[src/rtl/rrm_pkg.sv]
package rrm_pkg;
  // what the single physical port of every copy does this cycle on the write side
  typedef enum logic [1:0] {WA_NONE, WA_DRAIN, WA_FORCE, WA_DIRECT} wr_act_e;
endpackage

[src/rtl/rrm_bank.sv]
module rrm_bank #(
  parameter int DEPTH = 16,
  parameter int DW    = 32,
  parameter int AW    = $clog2(DEPTH)
) (
  input  logic          clk_i,
  input  logic          en_i,
  input  logic          we_i,
  input  logic [AW-1:0] addr_i,
  input  logic [DW-1:0] wdata_i,
  output logic [DW-1:0] rdata_o
);
  logic [DW-1:0] mem_q [DEPTH];

  // single port: write or read, never both
  always_ff @(posedge clk_i) begin
    if (en_i) begin
      if (we_i) mem_q[addr_i] <= wdata_i;
      else      rdata_o       <= mem_q[addr_i];
    end
  end
endmodule

[src/rtl/rrm_wctl.sv]
module rrm_wctl
  import rrm_pkg::*;
#(
  parameter int AW       = 4,
  parameter int DW       = 32,
  parameter bit USE_WBUF = 1'b1
) (
  input  logic          clk_i,
  input  logic          rst_ni,
  input  logic          any_rd_i,
  input  logic          wr_en_i,
  input  logic [AW-1:0] wr_addr_i,
  input  logic [DW-1:0] wr_data_i,
  output logic          commit_o,
  output logic [AW-1:0] cm_addr_o,
  output logic [DW-1:0] cm_data_o,
  output logic          blk_o,
  output logic          buf_vld_o,
  output logic [AW-1:0] buf_addr_o,
  output logic [DW-1:0] buf_data_o
);
  if (USE_WBUF) begin : g_buf
    logic          vld_q;
    logic [AW-1:0] addr_q;
    logic [DW-1:0] data_q;
    wr_act_e       act;

    always_comb begin
      act = WA_NONE;
      if (vld_q && wr_en_i)        act = WA_FORCE;
      else if (vld_q && !any_rd_i) act = WA_DRAIN;
    end

    always_ff @(posedge clk_i or negedge rst_ni) begin
      if (!rst_ni) begin
        vld_q  <= 1'b0;
        addr_q <= '0;
        data_q <= '0;
      end else if (wr_en_i) begin
        vld_q  <= 1'b1;
        addr_q <= wr_addr_i;
        data_q <= wr_data_i;
      end else if (act == WA_DRAIN) begin
        vld_q  <= 1'b0;
      end
    end

    assign commit_o   = (act != WA_NONE);
    assign blk_o      = (act == WA_FORCE);
    assign cm_addr_o  = addr_q;
    assign cm_data_o  = data_q;
    assign buf_vld_o  = vld_q;
    assign buf_addr_o = addr_q;
    assign buf_data_o = data_q;
  end else begin : g_direct
    wr_act_e act;
    assign act        = wr_en_i ? WA_DIRECT : WA_NONE;
    assign commit_o   = (act == WA_DIRECT);
    assign blk_o      = (act == WA_DIRECT);
    assign cm_addr_o  = wr_addr_i;
    assign cm_data_o  = wr_data_i;
    assign buf_vld_o  = 1'b0;
    assign buf_addr_o = '0;
    assign buf_data_o = '0;
  end
endmodule

[src/rtl/rep_rd_mem.sv]
module rep_rd_mem #(
  parameter int N_RD     = 2,
  parameter int DEPTH    = 16,
  parameter int DW       = 32,
  parameter bit USE_WBUF = 1'b1,
  localparam int AW      = $clog2(DEPTH)
) (
  input  logic                     clk_i,
  input  logic                     rst_ni,
  input  logic [N_RD-1:0]          rd_vld_i,
  input  logic [N_RD-1:0][AW-1:0]  rd_addr_i,
  output logic [N_RD-1:0]          rd_rdy_o,
  output logic [N_RD-1:0]          rd_dvld_o,
  output logic [N_RD-1:0][DW-1:0]  rd_data_o,
  input  logic                     wr_en_i,
  input  logic [AW-1:0]            wr_addr_i,
  input  logic [DW-1:0]            wr_data_i
);
  logic          commit, blk, buf_vld;
  logic [AW-1:0] cm_addr, buf_addr;
  logic [DW-1:0] cm_data, buf_data, byp_q;
  logic [N_RD-1:0]         dvld_q, hit_q;
  logic [N_RD-1:0][DW-1:0] bank_q;

  rrm_wctl #(.AW(AW), .DW(DW), .USE_WBUF(USE_WBUF)) u_wctl (
    .clk_i, .rst_ni,
    .any_rd_i  (|rd_vld_i),
    .wr_en_i, .wr_addr_i, .wr_data_i,
    .commit_o  (commit),
    .cm_addr_o (cm_addr),
    .cm_data_o (cm_data),
    .blk_o     (blk),
    .buf_vld_o (buf_vld),
    .buf_addr_o(buf_addr),
    .buf_data_o(buf_data)
  );

  for (genvar g = 0; g < N_RD; g++) begin : g_port
    assign rd_rdy_o[g] = ~blk;

    rrm_bank #(.DEPTH(DEPTH), .DW(DW), .AW(AW)) u_bank (
      .clk_i,
      .en_i   (commit | rd_vld_i[g]),
      .we_i   (commit),
      .addr_i (commit ? cm_addr : rd_addr_i[g]),
      .wdata_i(cm_data),
      .rdata_o(bank_q[g])
    );

    always_ff @(posedge clk_i or negedge rst_ni) begin
      if (!rst_ni) begin
        dvld_q[g] <= 1'b0;
        hit_q[g]  <= 1'b0;
      end else begin
        dvld_q[g] <= rd_vld_i[g] & ~blk;
        hit_q[g]  <= rd_vld_i[g] & ~blk & buf_vld & (rd_addr_i[g] == buf_addr);
      end
    end

    assign rd_data_o[g] = hit_q[g] ? byp_q : bank_q[g];
  end

  always_ff @(posedge clk_i or negedge rst_ni) begin
    if (!rst_ni) byp_q <= '0;
    else         byp_q <= buf_data;
  end

  assign rd_dvld_o = dvld_q;
endmodule

[config.mk]
export PLATFORM = sky130hd
export DESIGN_NAME = rep_rd_mem
export DESIGN_NICKNAME = d
export VERILOG_FILES = /design/src/rtl/rrm_pkg.sv /design/src/rtl/rrm_bank.sv /design/src/rtl/rrm_wctl.sv /design/src/rtl/rep_rd_mem.sv
export SDC_FILE = /design/constraint.sdc
export NUM_CORES = 1
export LEC_CHECK = 0
export BUFFER_PORTS_ARGS = -buffer_cell sky130_fd_sc_hd__buf_2
export CAP_MARGIN = 20
export CORE_ASPECT_RATIO = 0.9
export CORE_MARGIN = 2
export CORE_UTILIZATION = 38
export CTS_CLUSTER_DIAMETER = 40
export CTS_CLUSTER_SIZE = 8
export DETAILED_ROUTE_END_ITERATION = 7
export GPL_ROUTABILITY_DRIVEN = 0
export GPL_TIMING_DRIVEN = 0
export PLACE_DENSITY = 0.61
export SYNTH_ARGS = -nofsm -noshare
export SYNTH_HDL_FRONTEND = slang
export SYNTH_HIERARCHICAL = 1
export SYNTH_SLANG_ARGS = --single-unit
[constraint.sdc]
create_clock -name clk_i -period 10.01 [get_ports clk_i]
set_input_delay 1.001 -clock clk_i [delete_from_list [all_inputs] [get_ports clk_i]]
set_output_delay 1.001 -clock clk_i [all_outputs]
set_load 0.02 [all_outputs]
; Word level (Yosys, flattened, before mapping)
; Memory sizes are Yosys's and may differ from the RTL's. A register that Yosys moved wholly into a read port is not among the register bits.
; Index checks and enable logic that the tools add are counted.
[op_classes]
n_mux = 13
n_eq_ne = 4
n_bitwise = 10
n_reduce_logical = 8
[op_table]
columns = operator, n
row1 = 32-bit 2-to-1 mux, 2
row2 = 4-bit == test, 2
row3 = 1-bit 2-to-1 mux, 8
row4 = 4-bit 2-to-1 mux, 2
row5 = 1-bit bitwise AND, 6
row6 = 2-bit AND reduction, 2
row7 = 2-bit nonzero test, 2
row8 = "2-bit by 1-bit == test with 1-bit output, second input constant", 1
row9 = "2-bit == test, second input constant", 1
row10 = 1-bit logical AND, 2
row11 = 2-bit 2-to-1 mux, 1
row12 = 1-bit NOT, 2
row13 = 1-bit bitwise OR, 2
row14 = 2-bit OR reduction, 1
row15 = 1-bit logical NOT, 1
[totals]
ramBits = 1024
out_inout_bits = 68
mem_count = 2
regBits = 73
[memory_table]
columns = memory, words, width, read_ports, rd_clocked_by_memory_dff, wr, line
row1 = g_port[0].u_bank.mem_q, 16, 32, 1, 1, 1, rrm_bank.sv:13  ; logic [DW-1:0] mem_q [DEPTH];
row2 = g_port[1].u_bank.mem_q, 16, 32, 1, 1, 1, rrm_bank.sv:13

; Logic depth before layout (Yosys ltp)
[logic_depth]
word_depth = 10
depth_mapped = 13

; By module
; Netlist, hierarchy kept.
[modules_own_cells]
columns = module, area_each_um2, instances, cells_per_inst, seq_area_each_um2
row1 = rrm_bank, 20216.9, 2, 844, 16335.7
row2 = rep_rd_mem, 2220.9, 1, 149, 900.9
row3 = rrm_wctl, 1732.9, 1, 118, 925.9

; Worst setup path after synthesis
; Ideal clock, no wire load.
[synth_timing]
path_kind = input -> register
start = input port wr_en_i
end = memory g_port[1].u_bank.mem_q[2][0] (enable)
setup_slack_ps = 4157
required_time_ps = 9549
setup_time_ps = 461
path_buffers = 6
arrival_time_ps = 5392
cell_stages = 12
path_cell_list = buf_6 > buf_6 > inv_1 > a21boi_1 > buf_2 > nand2_1 > o21ai_0 > buf_2 > buf_2 > buf_1 > nand4b_1 > nor3_1
[synth_via]
elab_chain_cells = 6
word_cells_on_any_way = 8
[synth_lines]
columns = item, line
row1 = from (decl), rep_rd_mem.sv:15  ; input logic wr_en_i,
row2 = 1-bit logical AND *, rrm_wctl.sv:30  ; if (vld_q && wr_en_i) act = WA_FORCE;
row3 = 2-bit 2-to-1 mux *, rrm_wctl.sv:30
row4 = 2-bit nonzero test *, rrm_wctl.sv:48  ; assign commit_o = (act != WA_NONE);
row5 = net commit, rep_rd_mem.sv:19  ; logic commit, blk, buf_vld;
row6 = 1-bit 2-to-1 mux or 1-bit bitwise OR (tied branches), "rrm_bank.sv:18, rep_rd_mem.sv:43"
row7 = 1-bit 2-to-1 mux, rrm_bank.sv:17  ; if (en_i) begin
row8 = 1-bit 2-to-1 mux (not written as such), rrm_bank.sv:18  ; if (we_i) mem_q[addr_i] <= wdata_i;
row9 = to (decl), rrm_bank.sv:13
; Mark *: on every way through the listed nets, which the timed path passes. The rest lies on a longest branch.

; Worst setup path in the final report
[layout_timing]
start = input port wr_en_i
end = memory g_port[0].u_bank.mem_q[3][2] (enable)
[layout_via]
elab_chain_cells = 6
word_cells_on_any_way = 8
[layout_lines]
columns = item, line
row1 = 1-bit logical AND *, rrm_wctl.sv:30
row2 = 2-bit 2-to-1 mux *, rrm_wctl.sv:30
row3 = 2-bit nonzero test *, rrm_wctl.sv:48
row4 = net commit, rep_rd_mem.sv:19
row5 = 1-bit 2-to-1 mux or 1-bit bitwise OR (tied branches), "rrm_bank.sv:18, rep_rd_mem.sv:43"
row6 = 1-bit 2-to-1 mux, rrm_bank.sv:17
row7 = 1-bit 2-to-1 mux (not written as such), rrm_bank.sv:18
row8 = to (decl), rrm_bank.sv:13
; Marked as above.

==> metrics.json <==
{
  "status": {
    "outcome": "finished, final reports clean"
  },
  "timing": {
    "rsz0062_at_grt": "no",
    "final-hold-violation-count": 0,
    "worst_slew_pin_slew_ps": 1090,
    "final.period_utilization_pct": 51.6,
    "final.setup.worst_slack_ps": 4850,
    "slew_headroom_pct": 27.0,
    "min_period_ps": 5160,
    "fin_setup_tns_ps": 0,
    "fmax_mhz": 194,
    "final.setup_skew_ps": 27.7,
    "maxSlewViolCount": 0,
    "setup_viol": 0
  },
  "cts": {
    "cts.repair.resized": 0,
    "clock-root-buffer": "clkbuf_16",
    "cts-buffers-inserted": 166,
    "clock_tree.buffer_depth": 3,
    "ctsHoldBuffers": 0,
    "clk-insertion-delay-late_ps": 770,
    "tritoncts_num_sinks": 1161,
    "tritoncts": "yes",
    "cts.clk_slew.worst_paths_ps": 50,
    "htreeDepth": 4,
    "cts_setup_buffers": 0
  },
  "layout": {
    "final_util_pct": 45.7,
    "final.fill_count": 9588,
    "multiInputGateArea_mm2": 0.00912,
    "regArea_mm2": 0.0345,
    "area_grow_syn2layout_pct": 18.9,
    "finalNetCount": 2346,
    "antenna_diode_instance_count": 0,
    "final_layout_size_suffix_gt1_share_pct": 35.7
  },
  "worst_setup_path": {
    "path_delay_family": "buffers and inverters",
    "required_ps": 10450,
    "crit_path_cell_trace": "buf_6 > buf_6 > inv_1 > a21boi_2 > buf_2 > nand2_1 > o21ai_0 > buf_2 > buf_2 > buf_1 > nand4_1 > nor3_2 > buf_6",
    "critical_path_peak_fanout": 10,
    "cp_num_buf_inv": 8,
    "timing_worst_setup_path_type": "in2reg",
    "start_kind": "input port",
    "critical-path-max-stage-delay_ps": 1000,
    "crit_arrival_ps": 5600,
    "critical_path.endpoint_type": "register",
    "cpMaxStageDelayCell": "nor3_2"
  },
  "placement": {
    "place_worst_setup_slack_ps": 4250,
    "hpwlAfterDp_um": 71400,
    "io_buffer_count": 115
  },
  "pwr": {
    "p_per_area_mw_per_mm2": 227,
    "report.power.total_mw": 12.0,
    "leakagePower_nw": 17.4,
    "peakVddDrop_mv": 0.194
  },
  "global_routing": {
    "initial_antenna_violation_count": 7,
    "via_count_of_the_first_global_routing_pass": 22341,
    "pin_count_of_the_biggest_net_entering_global_routing": 52,
    "grt.total_usage_pct": 18.3,
    "grt.overflow.total": 0,
    "grt_pass1_wl_um": 156000
  },
  "yosys": {
    "yosys.area_share.adder_pct": 0,
    "synth_top_family_by_area": "multiplexers",
    "dominantRegCellSynth": "edfxtp_1",
    "synth_async_sr_flop_share_pct": 6.29,
    "synth_area_leader_cell": "edfxtp_1",
    "yosysSeqAreaShare_pct": 77.7,
    "post_synthesis_cell_count": 1955,
    "syn_area_mm2": 0.0444,
    "synth.yosys.warnings": 6,
    "synth-seq-cells": 1161,
    "synth_enable_flop_cells": 1088,
    "nets_in_the_synthesized_netlist": 2004,
    "post_synth_xor_area_fraction_pct": 0.158,
    "netlist_top_cells_area": "edfxtp_1 (74%), mux4_2 (13%), dfrtp_1 (4.1%)",
    "synth.mux.area_fraction_pct": 16.2,
    "synth_top_cells_by_count": "edfxtp_1 (1,088), mux4_2 (256), a22oi_1 (128)",
    "fraction_of_the_mapped_netlist_area_in_compound_gates_pct": 2.27,
    "postSynthAreaPerCell_um2": 22.7,
    "synth-simple-area-share_pct": 1.39,
    "synth_most_common_cell": "edfxtp_1",
    "synth_top_area_share_pct": 73.6,
    "synthDistinctLibCells": 29
  },
  "route": {
    "detail_route.drc_violations": 0,
    "drt_pre_antenna_iters": 5,
    "drt-vias-per-instance": 5.54,
    "antenna_violating_nets_left": 0,
    "wire_per_inst_um": 27.7,
    "detailroute.via_count": 21720,
    "dr.first_iter.drc_count": 2340,
    "postRouteWirelength_um": 109000
  },
  "die": {
    "dieWidth_um": 364,
    "die_height_um": 328,
    "placeableCoreArea_mm2": 0.115,
    "rows": 118,
    "initial_core_util_pct": 38.4,
    "dieArea_mm2": 0.120,
    "design.portCount": 117
  },
  "worst_hold_path": {
    "hp-class": "in2async"
  },
  "job": {
    "maxCapViolCount": 0
  }
}
routing by layer:
metal | vias up | GRT usage (%) | wire [um]
li1 | 8824 | - | -
met1 | 11695 | 27.9 | 49300
met2 | 1045 | 25.9 | 47000
met3 | 154 | 4.46 | 10400
met4 | 2 | 5.54 | 1920
met5 | - | 0 | 13
state kept, by name, summed over array words and instances, names as in the netlist:
name,count
byp_q,32
hit_q,2
u_wctl/buf_data_o,32
u_wctl/buf_addr_o,4
g_port.u_bank/rdata_o,64
u_wctl/buf_vld_o,1
g_port.u_bank/mem_q,1024
rd_dvld_o,2
cells in the final DEF, fill, tap and decap left out, types with 2 or more instances in the layout:
| cell | n |
|---|---|
| buf_2 | 138 |
| nor4_1 | 2 |
| nor2_1 | 2 |
| mux2_4 | 78 |
| clkinv_8 | 4 |
| nor2_4 | 24 |
| nand2b_1 | 4 |
| mux2_2 | 22 |
| buf_4 | 40 |
| nor3_2 | 8 |
| and2_1 | 3 |
| xor2_1 | 6 |
| buf_16 | 5 |
| or2_2 | 3 |
| buf_12 | 29 |
| clkbuf_16 | 173 |
| dfrtp_1 | 73 |
| a22oi_1 | 128 |
| or3_1 | 2 |
| nand4b_1 | 4 |
| clkinv_1 | 3 |
| xnor2_1 | 2 |
| nor2b_1 | 7 |
| buf_6 | 51 |
| nor2b_4 | 2 |
| edfxtp_1 | 1088 |
| inv_6 | 4 |
| inv_1 | 10 |
| o21ai_0 | 8 |
| nand3_1 | 2 |
| nand2_1 | 74 |
| mux4_2 | 256 |
| buf_1 | 2 |
| nand4_1 | 2 |
| clkinv_2 | 2 |
| clkbuf_1 | 98 |
logic make-up (layout without fill, tap and decap cells):
group | after synthesis | after routing
DFF | 1161 | 1161
muxes | 356 | 356
xor gates and xnor gates | 8 | 8
and+or+nand+nor | 139 | 139
buffers and inverters | 154 | 563
AOI/OAI and AO/OA | 137 | 137
path summary, 6_finish.rpt:
check	from	end	slack [ps]	cells past startpoint
max	wr_en_i	g_port[0].u_bank/mem_q[3][2]$_DFFE_PP_	4850	13
min in group clk_i	u_wctl/buf_data_o[4]$_DFFE_PN0P_	byp_q[4]$_DFF_PN0_	380	0
min reg2reg	u_wctl/buf_data_o[4]$_DFFE_PN0P_	byp_q[4]$_DFF_PN0_	380	0
max reg2reg	u_wctl/buf_vld_o$_DFFE_PN0P_	g_port[0].u_bank/mem_q[3][2]$_DFFE_PP_	5290	10
min	rst_ni	u_wctl/buf_data_o[23]$_DFFE_PN0P_	150	1
max in group asynchronous	rst_ni	u_wctl/buf_data_o[1]$_DFFE_PN0P_	9210	2
layout make-up:
type | instances | share of cell area (%)
Timing Repair Buffer | 174 | 2.90
Sequential cell | 1161 | 65.4
Tap cell | 1560 | 3.70
Clock inverter | 15 | 0.301
Clock buffer | 220 | 8.56
Buffer | 144 | 1.84
Inverter | 10 | 0.0711
Multi-Input combinational cell | 640 | 17.3
where the power goes:
group	internal, mW	total, mW	switching [mW]	leakage, nW
logic	0.496	1.29	0.791	4.40
clock network	3.12	5.05	1.94	2.27
registers	5.59	5.67	0.0766	10.7
through the flow:
stage,cell area [um^2],hold slack (ps),cells
2_1_floorplan,44400,371,1955
3_3_place_gp,46900,387,3630
3_5_place_dp,48100,395,3687
4_1_cts,52800,108,3922
5_1_grt,52800,154,3924
6_report,52800,147,3924
(Power assumes the default switching activity.)
